==> src/rtl/rail_seq_pkg.sv <==
// Shared constants for the power-up sequencer: ramp numbering, the stage at
// which each rail turns on and the one-hot switch path codes.
// Assumes exactly six ramps, so a 3-bit ramp number covers idle..done.
package rail_seq_pkg;
    localparam int unsigned IDX_W     = 3;
    localparam int unsigned NUM_RAILS = 4;

    localparam logic [IDX_W-1:0] IDX_IDLE      = 3'd0;
    localparam logic [IDX_W-1:0] IDX_DONE      = 3'd7;
    localparam logic [IDX_W-1:0] STG_BOOST_CHK = 3'd3;
    localparam logic [IDX_W-1:0] STG_RAIL_CHK  = 3'd6;

    // one-hot switch select: bit0 ground, bit1 lower rail, bit2 upper rail
    typedef enum logic [2:0] {
        PATH_OFF  = 3'b000,
        PATH_GND  = 3'b001,
        PATH_LOW  = 3'b010,
        PATH_HIGH = 3'b100
    } path_t;

    // first ramp number in which each rail enable is high
    function automatic logic [IDX_W-1:0] rail_on_stage(input int unsigned rail);
        case (rail)
            0:       return 3'd2;  // reference: after first peak
            1:       return 3'd3;  // boost: start of ramp 3
            2:       return 3'd5;  // negative rail: fourth peak
            default: return 3'd6;  // positive rail: start of ramp 6
        endcase
    endfunction
endpackage

==> src/rtl/rail_seq_timer.sv <==
// Ramp timer: counts RAMP_CYCLES clocks per ramp and flags the last cycle
// (the peak). Wraps to zero after the peak, so it restarts on its own.
// Assumes RAMP_CYCLES >= 2; clr holds the count at zero.
module rail_seq_timer #(
    parameter int unsigned RAMP_CYCLES = 16
) (
    input  logic clk,
    input  logic rst_n,
    input  logic clr,
    output logic peak
);
    localparam int unsigned CNT_W = (RAMP_CYCLES > 1) ? $clog2(RAMP_CYCLES) : 1;
    localparam logic [CNT_W-1:0] LAST = CNT_W'(RAMP_CYCLES - 1);

    logic [CNT_W-1:0] cnt_q;

    // count ticks within a ramp, restart after the peak or on clear
    always_ff @(posedge clk) begin
        if (!rst_n || clr) begin
            cnt_q <= '0;
        end else if (cnt_q == LAST) begin
            cnt_q <= '0;
        end else begin
            cnt_q <= cnt_q + 1'b1;
        end
    end

    assign peak = (cnt_q == LAST);
endmodule

==> src/rtl/rail_seq_fsm.sv <==
// Sequence and fault controller: advances the ramp number at each timer peak,
// applies the boost and rail checks at their sample points and holds a fault
// latch that only a low on run_ok (enable and supply-ok) releases.
// Assumes the timer peaks once per ramp and is cleared whenever timer_clr is high.
module rail_seq_fsm
    import rail_seq_pkg::*;
(
    input  logic             clk,
    input  logic             rst_n,
    input  logic             run_ok,
    input  logic             peak,
    input  logic             therm_trip,
    input  logic             boost_good,
    input  logic             neg_good,
    input  logic             pos_good,
    output logic [IDX_W-1:0] idx,
    output logic             fault,
    output logic             timer_clr
);
    logic [IDX_W-1:0] idx_q;
    logic             fault_q;
    logic             boost_chk;
    logic             rail_chk;
    logic             fault_now;

    // decide in which cycles each good flag is enforced, and the fault term
    always_comb begin
        boost_chk = ((idx_q == STG_BOOST_CHK) && peak) || (idx_q > STG_BOOST_CHK);
        rail_chk  = ((idx_q == STG_RAIL_CHK) && peak) || (idx_q == IDX_DONE);
        fault_now = therm_trip
                  || (boost_chk && !boost_good)
                  || (rail_chk && !(neg_good && pos_good));
    end

    // ramp number and fault latch
    always_ff @(posedge clk) begin
        if (!rst_n || !run_ok) begin
            idx_q   <= IDX_IDLE;
            fault_q <= 1'b0;
        end else if (fault_q) begin
            idx_q   <= IDX_IDLE;
            fault_q <= 1'b1;
        end else if (fault_now) begin
            idx_q   <= IDX_IDLE;
            fault_q <= 1'b1;
        end else if (idx_q == IDX_IDLE) begin
            idx_q   <= 3'd1;
        end else if ((idx_q != IDX_DONE) && peak) begin
            idx_q   <= idx_q + 3'd1;
        end
    end

    assign timer_clr = !run_ok || fault_q || fault_now
                     || (idx_q == IDX_IDLE) || (idx_q == IDX_DONE);
    assign idx   = idx_q;
    assign fault = fault_q;

    // a low on enable or supply-ok returns to idle with the latch clear
    a_r1_release: assert property (@(posedge clk) disable iff (!rst_n)
        !run_ok |=> (idx_q == IDX_IDLE) && !fault_q);

    // the latch holds while the supply stays enabled
    a_r10_latch_holds: assert property (@(posedge clk) disable iff (!rst_n)
        run_ok && fault_q |=> fault_q && (idx_q == IDX_IDLE));

    // thermal trip always faults
    a_r9_thermal: assert property (@(posedge clk) disable iff (!rst_n)
        run_ok && therm_trip |=> fault_q);

    // a boost drop after its check faults
    a_r8_boost_drop: assert property (@(posedge clk) disable iff (!rst_n)
        run_ok && !fault_q && (idx_q > STG_BOOST_CHK) && !boost_good |=> fault_q);

    // a rail drop after completion faults
    a_r8_rail_drop: assert property (@(posedge clk) disable iff (!rst_n)
        run_ok && !fault_q && (idx_q == IDX_DONE) && !(neg_good && pos_good) |=> fault_q);

    // the ramp number moves by at most one step, or drops to idle on fault
    a_r2_no_skip: assert property (@(posedge clk) disable iff (!rst_n)
        run_ok && !fault_q && (idx_q != IDX_IDLE) && (idx_q != IDX_DONE)
        |=> (idx_q == $past(idx_q)) || (idx_q == $past(idx_q) + 3'd1) || fault_q);
endmodule

==> src/rtl/rail_seq_switch.sv <==
// Output switch select: one-hot ground/lower/upper path, held on ground until
// the sequence is done, then following the control pin. Every change of path
// passes through one cycle with all paths open (break before make).
// Assumes done and ctl are synchronous to clk.
module rail_seq_switch
    import rail_seq_pkg::*;
(
    input  logic       clk,
    input  logic       rst_n,
    input  logic       done,
    input  logic       ctl,
    output logic [2:0] sel
);
    path_t tgt;
    path_t sel_q;

    // requested path
    always_comb begin
        if (!done) begin
            tgt = PATH_GND;
        end else if (ctl) begin
            tgt = PATH_HIGH;
        end else begin
            tgt = PATH_LOW;
        end
    end

    // move toward the requested path via the all-open state
    always_ff @(posedge clk) begin
        if (!rst_n) begin
            sel_q <= PATH_GND;
        end else if (sel_q == tgt) begin
            sel_q <= sel_q;
        end else if (sel_q != PATH_OFF) begin
            sel_q <= PATH_OFF;
        end else begin
            sel_q <= tgt;
        end
    end

    assign sel = sel_q;

    // never two paths at once
    a_r12_onehot: assert property (@(posedge clk) disable iff (!rst_n)
        $onehot0(sel));

    // a closed path never changes straight into another closed path
    a_r12_break_first: assert property (@(posedge clk) disable iff (!rst_n)
        (sel != 3'b000) && ($past(sel) != 3'b000) |-> sel == $past(sel));

    // rail paths only around completion
    a_r11_rails_after_done: assert property (@(posedge clk) disable iff (!rst_n)
        (sel[1] || sel[2]) |-> (done || $past(done)));
endmodule

==> src/rtl/rail_seq_ctrl.sv <==
// Top of the display supply power-up sequencer. Ties the ramp timer, the
// sequence/fault controller and the switch select together and decodes the
// rail enables from the ramp number.
// Assumes synchronous inputs and RAMP_CYCLES >= 2.
module rail_seq_ctrl
    import rail_seq_pkg::*;
#(
    parameter int unsigned RAMP_CYCLES = 16
) (
    input  logic                 clk,
    input  logic                 rst_n,
    input  logic                 en,
    input  logic                 vin_ok,
    input  logic                 therm_trip,
    input  logic                 boost_good,
    input  logic                 neg_good,
    input  logic                 pos_good,
    input  logic                 ctl,
    output logic [NUM_RAILS-1:0] rail_en,
    output logic                 sw_gnd,
    output logic                 sw_low,
    output logic                 sw_high,
    output logic [IDX_W-1:0]     ramp_idx,
    output logic                 seq_done,
    output logic                 fault_latched
);
    logic             run_ok;
    logic             peak;
    logic             timer_clr;
    logic [IDX_W-1:0] idx;
    logic             fault;
    logic [2:0]       sel;

    assign run_ok = en && vin_ok;

    rail_seq_timer #(.RAMP_CYCLES(RAMP_CYCLES)) u_timer (
        .clk   (clk),
        .rst_n (rst_n),
        .clr   (timer_clr),
        .peak  (peak)
    );

    rail_seq_fsm u_fsm (
        .clk        (clk),
        .rst_n      (rst_n),
        .run_ok     (run_ok),
        .peak       (peak),
        .therm_trip (therm_trip),
        .boost_good (boost_good),
        .neg_good   (neg_good),
        .pos_good   (pos_good),
        .idx        (idx),
        .fault      (fault),
        .timer_clr  (timer_clr)
    );

    assign seq_done = (idx == IDX_DONE);

    rail_seq_switch u_switch (
        .clk   (clk),
        .rst_n (rst_n),
        .done  (seq_done),
        .ctl   (ctl),
        .sel   (sel)
    );

    // each rail enable is high from its own ramp number onward
    for (genvar g = 0; g < NUM_RAILS; g++) begin : g_rail_en
        assign rail_en[g] = (idx >= rail_on_stage(g));
    end

    assign sw_gnd        = sel[0];
    assign sw_low        = sel[1];
    assign sw_high       = sel[2];
    assign ramp_idx      = idx;
    assign fault_latched = fault;

    // in a latched fault the ramp restarts only after a release
    a_r10_restart_needs_release: assert property (@(posedge clk) disable iff (!rst_n)
        fault_latched && run_ok |=> !rail_en[0]);
endmodule

==> config.mk <==
export PLATFORM = sky130hd
export DESIGN_NAME = rail_seq_ctrl
export DESIGN_NICKNAME = d
export VERILOG_FILES = /design/src/rtl/rail_seq_pkg.sv /design/src/rtl/rail_seq_timer.sv /design/src/rtl/rail_seq_fsm.sv /design/src/rtl/rail_seq_switch.sv /design/src/rtl/rail_seq_ctrl.sv
export SDC_FILE = /design/constraint.sdc
export NUM_CORES = 1
export LEC_CHECK = 0
export BUFFER_PORTS_ARGS = -buffer_cell sky130_fd_sc_hd__buf_2
export CAP_MARGIN = 0
export CELL_PAD_IN_SITES_DETAIL_PLACEMENT = 1
export CELL_PAD_IN_SITES_GLOBAL_PLACEMENT = 1
export CORE_UTILIZATION = 29
export DETAILED_ROUTE_END_ITERATION = 7
export PLACE_DENSITY = 0.75
export SETUP_SLACK_MARGIN = 0.15
export SLEW_MARGIN = 10
export SYNTH_ARGS = -nofsm -noshare
export SYNTH_HDL_FRONTEND = slang
export SYNTH_SLANG_ARGS = --single-unit
export TNS_END_PERCENT = 30
==> constraint.sdc <==
create_clock -name clk -period 1.97 [get_ports clk]
set_input_delay 0.197 -clock clk [delete_from_list [all_inputs] [get_ports clk]]
set_output_delay 0.197 -clock clk [all_outputs]
set_load 0.02 [all_outputs]
==> flow_metrics.tcl, run 1 <==
set metrics [dict create \
    status "complete, no violations" \
    synthAdderAreaFrac_pct 13.8 \
    drive_above_1_share_pct 43.2 \
    dr_total_vias 523 \
    worstMarginPinSlew_ns 0.371 \
    root_buffer "clkbuf_4" \
    synth_seq_cells 11 \
    synth_cell_type_count 21 \
    die-area_um2 2050 \
    place_congestion 0.711 \
    worstPathCellList "ha_4, ha_4, a211oi_4, buf_4, buf_4, inv_1, buf_2" \
    final.min_clock_period_ns 1.75 \
    grt_overflow 0 \
    critPathKind "flop to output pin" \
    routedWlPerCell_um 12.5 \
    synth_enable_flop_cells 0 \
    synthXorXnorAreaFrac_pct 4.83 \
    dr.pass1.iters 2 \
    yosys-mux-area-fraction_pct 1.84 \
    dp_hpwl_mm 1.06 \
    synth_commonest_cells "11 x dfxtp_1, 9 x nor2_1, 6 x ha_1, 6 x inv_1, 4 x nor3_1" \
    synthFlopType "dfxtp_1" \
    yosysSeqAreaShare_pct 40.5 \
    final.period_utilization_pct 89.0 \
    max_stage_delay_ns 0.36 \
    clockBufferDepth 2 \
    synth_top_area_share_pct 40.5 \
    top_level_ports 21 \
    tns_ns 0 \
    antenna_cells 0 \
    cp_num_buf_inv 4 \
    antenna_found_initial 0 \
    placementRows 15 \
    numCtsBuffers 3 \
    synth_cells 59 \
    grt_start_max_net_pins 7 \
    syn_to_final_growth_pct 45.3 \
    critPathSlowestCell "dfxtp_4" \
    synth_top_area_cell "dfxtp_1" \
    end_kind "output pin" \
    rsz0062_at_grt "no" \
    hold_class "input port to flop" \
    cts_hold_buf 0 \
    grtUsageTotal_pct 16.4 \
    synth_compound_area_share_pct 12.9 \
    h-tree-depth 1 \
    grt_pass1_wl_mm 2.26 \
    die_width_um 45.3 \
    cap_violations 0 \
    avgSynthCellArea_um2 9.22 \
    fin_area_um2 791 \
    grt_pass1_vias 516 \
    die_height_um 45.3 \
    fin_nets 104 \
    syn_area_um2 544 \
    clk_pin_slew_ns 0.07 \
    p_per_area_nw_per_um2 504 \
    cts_sinks 11 \
    ant_nets 0 \
    synth_nets 74 \
    start_kind "flop" \
    ir_drop_uv 312 \
    maxSlewHeadroom_pct 75.2 \
    critPathTopFamily "buffers and inverters" \
    arrival_ns 1.56 \
    synth_top_cells_by_area "dfxtp_1 40%, ha_1 14%, nor2_1 6.2%, inv_1 4.1%, nor3_1 3.7%" \
    postPlaceCellArea_um2 682 \
    slew_viol_final 0 \
    core_area_um2 1750 \
    yosysMostFrequentCell "dfxtp_1" \
    fin_skew_ns 0.000818 \
    drc_errors 0 \
    clkLatencyLatePin_ns 0.27 \
    drt-vias-per-instance 4.63 \
    cts_tree "built" \
    start_util_pct 31.2 \
    yosys.area_share.simple_pct 22.1 \
    async_flop_share_pct 0 \
    setup_violations 0 \
    path_max_fanout 4 \
    ys_warn_count 0 \
    max_freq_mhz 571 \
    totalWireLength_mm 1.41 \
    p_leak_nw 0.353 \
    dr.first_iter.drc_count 2 \
    numPortBuffers 20 \
    hold_violations 0 \
    required_ns 1.77 \
    synth_top_family_by_area "simple AND/OR/NAND/NOR gates" \
]
## timing repair
item,4_1_cts,5_1_grt
buffers inserted,3,2
setup endpoints to repair,1,9
endpoints found under the hold margin,0,0
gates resized for setup,4,6
pin swaps,3,2
gates cloned,0,0
## logic make-up after synthesis
kind of cell,Yosys count
compound gates,7
xor+xnor,3
fa+ha+maj,6
buf+inv,6
flops,11
mux,1
simple gates,25
## cell type report
cell class | count | area, µm²
Clock buffer | 4 | 26.3
Fill cell | 213 | 955
Inverter | 6 | 22.5
Multi-Input combinational cell | 42 | 342
Sequential cell | 11 | 231
Tap cell | 25 | 31.3
Timing Repair Buffer | 25 | 138
## metrics by stage
stage,hold slack (ns),setup slack (ns),utilization [%],instances,total power [mW]
5_1_grt,0.0955,0.154,45.3,113,0.423
4_1_cts,0.0859,0.147,42.4,111,0.402
3_3_place_gp,0.371,0.173,39.1,104,0.251
2_1_floorplan,0.268,0.188,-,59,0.240
6_report,0.0878,0.218,45.3,113,0.398
3_5_place_dp,0.377,0.122,39.1,104,0.252
## registers in the layout, indices dropped and copies added, names as in the netlist
register and cells:
u_fsm.fault 1, u_switch.sel 3, u_timer.cnt_q 4, u_fsm.idx 3
## worst paths after layout
check                               startpoint                            to  slack [ns]  cells after the start
setup / recovery     u_fsm.idx[1]$_SDFFE_PP0P_                    rail_en[1]        0.22                      7
hold / removal                             ctl  u_switch.sel[1]$_SDFFE_PN0P_        0.09                      2
setup reg to reg     u_fsm.idx[1]$_SDFFE_PP0P_   u_timer.cnt_q[3]$_SDFF_PP0_        0.27                      8
hold reg to reg   u_switch.sel[2]$_SDFFE_PN0P_  u_switch.sel[1]$_SDFFE_PN0P_        0.45                      1
## worst reg2reg max path, cell delays in order, from the launching register on
cell      delay [ns]
dfxtp_4         0.36
ha_4            0.17
ha_4            0.17
a211oi_4        0.18
buf_4           0.14
buf_4           0.09
nor3_1          0.04
or3_4           0.39
nor2_1          0.10
## layout by cell type, fill, tap and decap left out, drive strengths merged, types with 3 or more instances in the layout
cell type / count
nand3: 3
nor3: 4
ha: 6
dfxtp: 11
a211oi: 3
nor2: 9
buf: 25
inv: 6
clkbuf: 4
nand2: 3
## power by group
group          internal, mW  leakage (nW)  switching, mW
clock network        0.0785        0.0150         0.0755
registers             0.220        0.0912        0.00127
logic                0.0118         0.247         0.0115
total                 0.310         0.353         0.0883
## routing by layer
| layer | vias to the layer above | part of all wire, % | GRT usage (%) |
|---|---|---|---|
| met2 | 20 | 48 | 26.7 |
| met1 | 238 | 45 | 19.1 |
| met4 | 0 | 2.8 | 12.7 |
| met5 | - | 0 | 0 |
| met3 | 4 | 4.0 | 2.40 |
| li1 | 261 | - | - |
(Power assumes the default switching activity.)
==> run 2: changes to the inputs <==
==> constraint.sdc (replaced) <==
create_clock -name clk -period 1.4 [get_ports clk]
set_input_delay 0.14 -clock clk [delete_from_list [all_inputs] [get_ports clk]]
set_output_delay 0.14 -clock clk [all_outputs]
set_load 0.02 [all_outputs]
==> flow_metrics.tcl, run 2 (same netlist as run 1, synthesis figures left out) <==
set metrics [dict create \
    violations "setup timing" \
    drive_above_1_share_pct 60.0 \
    slew_viol_final 0 \
    dp_hpwl_mm 1.36 \
    cap_violations 0 \
    fin_skew_ns 0.00260 \
    hold_violations 0 \
    timing.rr.start "u_fsm.idx[0]$_SDFFE_PP0P_" \
    placementRows 15 \
    p_per_area_nw_per_um2 584 \
    layout_setup_ws_ns -0.250 \
    die-area_um2 2050 \
    arrival_ns 1.81 \
    numCtsBuffers 3 \
    min_delay_path_depth 2 \
    required_ns 1.56 \
    post-route-util_pct 55.7 \
    clkLatencyLatePin_ns 0.26 \
    rr_worst_depth 6 \
    maxSlewHeadroom_pct 77.6 \
    drt-vias-per-instance 4.65 \
    grt_overflow 0 \
    worstPathCellList "ha_4, ha_4, a211oi_4, a211oi_2, a2111o_1, a2111oi_2" \
    grt_pass1_vias 610 \
    final_common_cell "buf_4" \
    max_stage_delay_ns 0.37 \
    final.min_clock_period_ns 1.65 \
    routedWlPerCell_um 15.5 \
    p_leak_nw 0.428 \
    cts_tree "built" \
    totalWireLength_mm 1.94 \
    clockBufferDepth 2 \
    antenna_cells 0 \
    clk_pin_slew_ns 0.07 \
    layout_common_cells "17 x buf_4, 15 x buf_2, 8 x dfxtp_1" \
    finalPower_uw 568 \
    fin_area_um2 972 \
    place_congestion 0.714 \
    max_freq_mhz 606 \
    h-tree-depth 1 \
    grtUsageTotal_pct 18.7 \
    start_kind "flop" \
    r2r_end "u_fsm.idx[2]$_SDFFE_PP0P_" \
    grt_pass1_wl_mm 2.63 \
    hp-start "ctl" \
    top_register "u_timer.cnt_q" \
    worstMarginPinSlew_ns 0.333 \
    dr.first_iter.drc_count 3 \
    dr_total_vias 581 \
    status "complete, but fails checks" \
    fin_nets 116 \
    critPathKind "flop to flop" \
    core_area_um2 1750 \
    dpl_worst_slack_ns -0.248 \
    cp-endpoint "u_fsm.idx[2]$_SDFFE_PP0P_" \
    path_max_fanout 4 \
    postPlaceCellArea_um2 822 \
    ant_nets 0 \
    root_buffer "clkbuf_4" \
    cts_sinks 11 \
    numPortBuffers 20 \
    setup_violations 11 \
    dr.pass1.iters 2 \
    grt_start_max_net_pins 7 \
    largest_reg_flops 4 \
    drc_errors 0 \
    top_level_ports 21 \
    hold_class "input port to flop" \
    antenna_found_initial 0 \
    start_util_pct 31.2 \
    critPathSlowestCell "a2111o_1" \
    cp_common_cell "ha_4" \
    die_height_um 45.3 \
    cp-startpoint "u_fsm.idx[0]$_SDFFE_PP0P_" \
    final.period_utilization_pct 118 \
    syn_to_final_growth_pct 78.6 \
    rrSetupSlack_ns -0.25 \
    die_width_um 45.3 \
    rsz0062_at_grt "yes" \
    ir_drop_uv 425 \
    end_kind "flop" \
]
==> run 2: changes by cell type in the layout (fill, tap and decap cells not counted), sizes merged <==
cell	before	now
buf	25	37
==> run 2: per-stage QoR <==
stage | TNS, ns | cells | hold slack [ns]
2_1_floorplan | -0.987 | 59 | 0.211
3_3_place_gp | -1.04 | 117 | 0.312
3_5_place_dp | -1.48 | 117 | 0.325
4_1_cts | -1.75 | 121 | 0.0361
5_1_grt | -2.93 | 125 | 0.0315
6_report | -1.95 | 125 | 0.0412
==> run 2: critical path: cells and delay by family, from the launching register on <==
family,cells,cell delay [ns]
AO/OA/AOI/OAI,4,0.85
flip-flops,1,0.36
adder cells (fa/ha/maj),2,0.33
==> run 2: where the power goes <==
part | internal [mW] | switching [mW]
sequential | 0.309 | 0.00161
combinational | 0.0178 | 0.0192
clock | 0.110 | 0.110
total | 0.437 | 0.131
==> run 2: per-layer routing <==
| layer | global-route usage [%] | up-vias | part of all wire [%] |
|---|---|---|---|
| li1 | - | 286 | - |
| met1 | 21.2 | 271 | 39 |
| met2 | 31.9 | 18 | 55 |
| met3 | 2.80 | 6 | 2.4 |
| met4 | 12.7 | 0 | 3.6 |
| met5 | 0 | - | 0 |
==> run 2: repair_timing <==
| action | in CTS | in global routing |
|---|---|---|
| hold buffers | 0 | 0 |
| endpoints found under the hold margin | 0 | 0 |
| setup endpoints to repair | 13 | 13 |
| setup buffers | 0 | 4 |
| resized for setup | 10 | 15 |
| pin swaps | 2 | 4 |
==> run 2: worst min path at each step <==
stage               slack (ns)                           end
global route              0.03  u_switch.sel[1]$_SDFFE_PN0P_
finish                    0.04  u_switch.sel[1]$_SDFFE_PN0P_
floorplan                 0.21  u_switch.sel[0]$_SDFFE_PN1P_
CTS                       0.04  u_switch.sel[1]$_SDFFE_PN0P_
global placement          0.31  u_switch.sel[1]$_SDFFE_PN0P_
detailed placement        0.32  u_switch.sel[1]$_SDFFE_PN0P_
==> run 2: cell type report <==
class / instances / area [µm²]
Fill cell: 211 / 773
Multi-Input combinational cell: 42 / 399
Timing Repair Buffer: 37 / 259
Sequential cell: 11 / 231
Tap cell: 25 / 31.3
Clock buffer: 4 / 26.3
Inverter: 6 / 25.0
==> run 3: changes to the inputs <==
--- a/config.mk
+++ b/config.mk
@@ -9,6 +9,7 @@
 export CAP_MARGIN = 0
 export CELL_PAD_IN_SITES_DETAIL_PLACEMENT = 1
 export CELL_PAD_IN_SITES_GLOBAL_PLACEMENT = 1
+export CORE_ASPECT_RATIO = 1.2
 export CORE_UTILIZATION = 29
 export DETAILED_ROUTE_END_ITERATION = 7
 export PLACE_DENSITY = 0.75
==> flow_metrics.tcl, run 3 (same netlist as run 1, synthesis figures left out) <==
set metrics [dict create \
    holdWs_ns 0.0246 \
    layout_setup_ws_ns -0.259 \
    clockBufferDepth 2 \
    layout_common_cells "17 x buf_4, 16 x buf_2, 8 x nor2_1, 8 x dfxtp_1" \
    multiInputGateArea_um2 374 \
    clk_pin_slew_ns 0.07 \
    h-tree-depth 1 \
    numPortBuffers 20 \
    die_height_um 49.5 \
    violations "setup timing" \
    dp_hpwl_mm 1.16 \
    antenna_found_initial 0 \
    clkLatencyLatePin_ns 0.28 \
    arrival_ns 1.83 \
    fin_skew_ns 0.000971 \
    rsz0062_at_grt "yes" \
    cap_violations 0 \
    hold_violations 0 \
    top_level_ports 21 \
    maxSlewHeadroom_pct 80.4 \
    largest_reg_flops 4 \
    hold_class "input port to flop" \
    seqCellArea_um2 231 \
    rrSetupSlack_ns -0.26 \
    stdcell_count 115 \
    final_common_cell "buf_4" \
    drt-vias-per-instance 4.90 \
    die-area_um2 2050 \
    setup_violations 10 \
    p_leak_nw 0.404 \
    fin_nets 113 \
    p_per_area_nw_per_um2 638 \
    max_freq_mhz 603 \
    final.min_clock_period_ns 1.66 \
    place_inst 109 \
    die_width_um 41.5 \
    post-route-util_pct 52.8 \
    required_ns 1.57 \
    path_max_fanout 4 \
    slew_viol_final 0 \
    drc_errors 0 \
    grt_overflow 0 \
    ir_drop_uv 319 \
    nFillCells 209 \
    status "complete, but fails checks" \
    dr.first_iter.drc_count 0 \
    totalWireLength_mm 1.56 \
    antenna_cells 0 \
    start_util_pct 32.0 \
    end_kind "flop" \
    placementRows 16 \
    grt_pass1_vias 579 \
    syn_to_final_growth_pct 65.1 \
    drive_above_1_share_pct 55.7 \
    dr.pass1.iters 1 \
    final.period_utilization_pct 119 \
    numCtsBuffers 3 \
    grt_pass1_wl_mm 2.57 \
    dr_total_vias 564 \
    start_kind "flop" \
    grt_start_max_net_pins 7 \
    cts_hold_buf 0 \
    top_register "u_timer.cnt_q" \
    place_congestion 0.746 \
    root_buffer "clkbuf_4" \
    routedWlPerCell_um 13.6 \
    cts_sinks 11 \
    cts_tree "built" \
    grtUsageTotal_pct 16.9 \
    ant_nets 0 \
    core_area_um2 1700 \
    critPathKind "flop to flop" \
    worstMarginPinSlew_ns 0.290 \
]
## run 3: final cells by class
| cell class | instances | share of cell area (%) |
|---|---|---|
| multi-input cells | 42 | 41.6 |
| clock buffers | 4 | 2.92 |
| flip-flops and latches | 11 | 25.8 |
| well taps | 18 | 2.51 |
| repair buffers | 34 | 24.4 |
| inverters | 6 | 2.79 |
## run 3: final timing paths
| kind | from | endpoint | cells past startpoint |
|---|---|---|---|
| max | u_fsm.idx[1]$_SDFFE_PP0P_ | u_fsm.idx[2]$_SDFFE_PP0P_ | 6 |
| min | ctl | u_switch.sel[1]$_SDFFE_PN0P_ | 2 |
| max reg2reg | u_fsm.idx[1]$_SDFFE_PP0P_ | u_fsm.idx[2]$_SDFFE_PP0P_ | 6 |
| min reg2reg | u_switch.sel[2]$_SDFFE_PN0P_ | u_switch.sel[1]$_SDFFE_PN0P_ | 1 |
## run 3: timing repair
item	4_1_cts	5_1_grt
resized for setup	9	6
buffers inserted	0	2
endpoints found under the setup margin	13	14
hold endpoints to repair	0	0
pin swaps	0	4
## run 3: report_power, final
part | switching [mW] | internal [mW]
Combinational | 0.0182 | 0.0173
Clock | 0.116 | 0.111
Sequential | 0.00143 | 0.309
## run 3: critical path, cell delays in order, from the launching register on
cell       delay, ns
dfxtp_4         0.36
ha_4            0.17
ha_4            0.16
a211oi_4        0.21
a211oi_2        0.06
a2111o_1        0.38
a2111oi_2       0.22
## run 3: per-layer routing
metal	share of wire, %	vias to the layer above	global-route usage (%)	wire [µm]
li1	-	280	-	-
met1	41	257	19.1	645
met2	50	22	26.8	778
met3	5.8	5	4.03	90
met4	3.0	0	12.9	47
met5	0	-	0	0
## run 3: through the flow
stage	area (µm²)	setup TNS [ns]	worst slack, ns	total power [mW]
floorplan	593	-0.987	-0.193	0.332
global placement	806	-1.10	-0.186	0.349
detailed placement	806	-1.46	-0.250	0.351
CTS	858	-1.76	-0.252	0.583
global route	898	-2.85	-0.367	0.595
finish	898	-2.09	-0.259	0.573
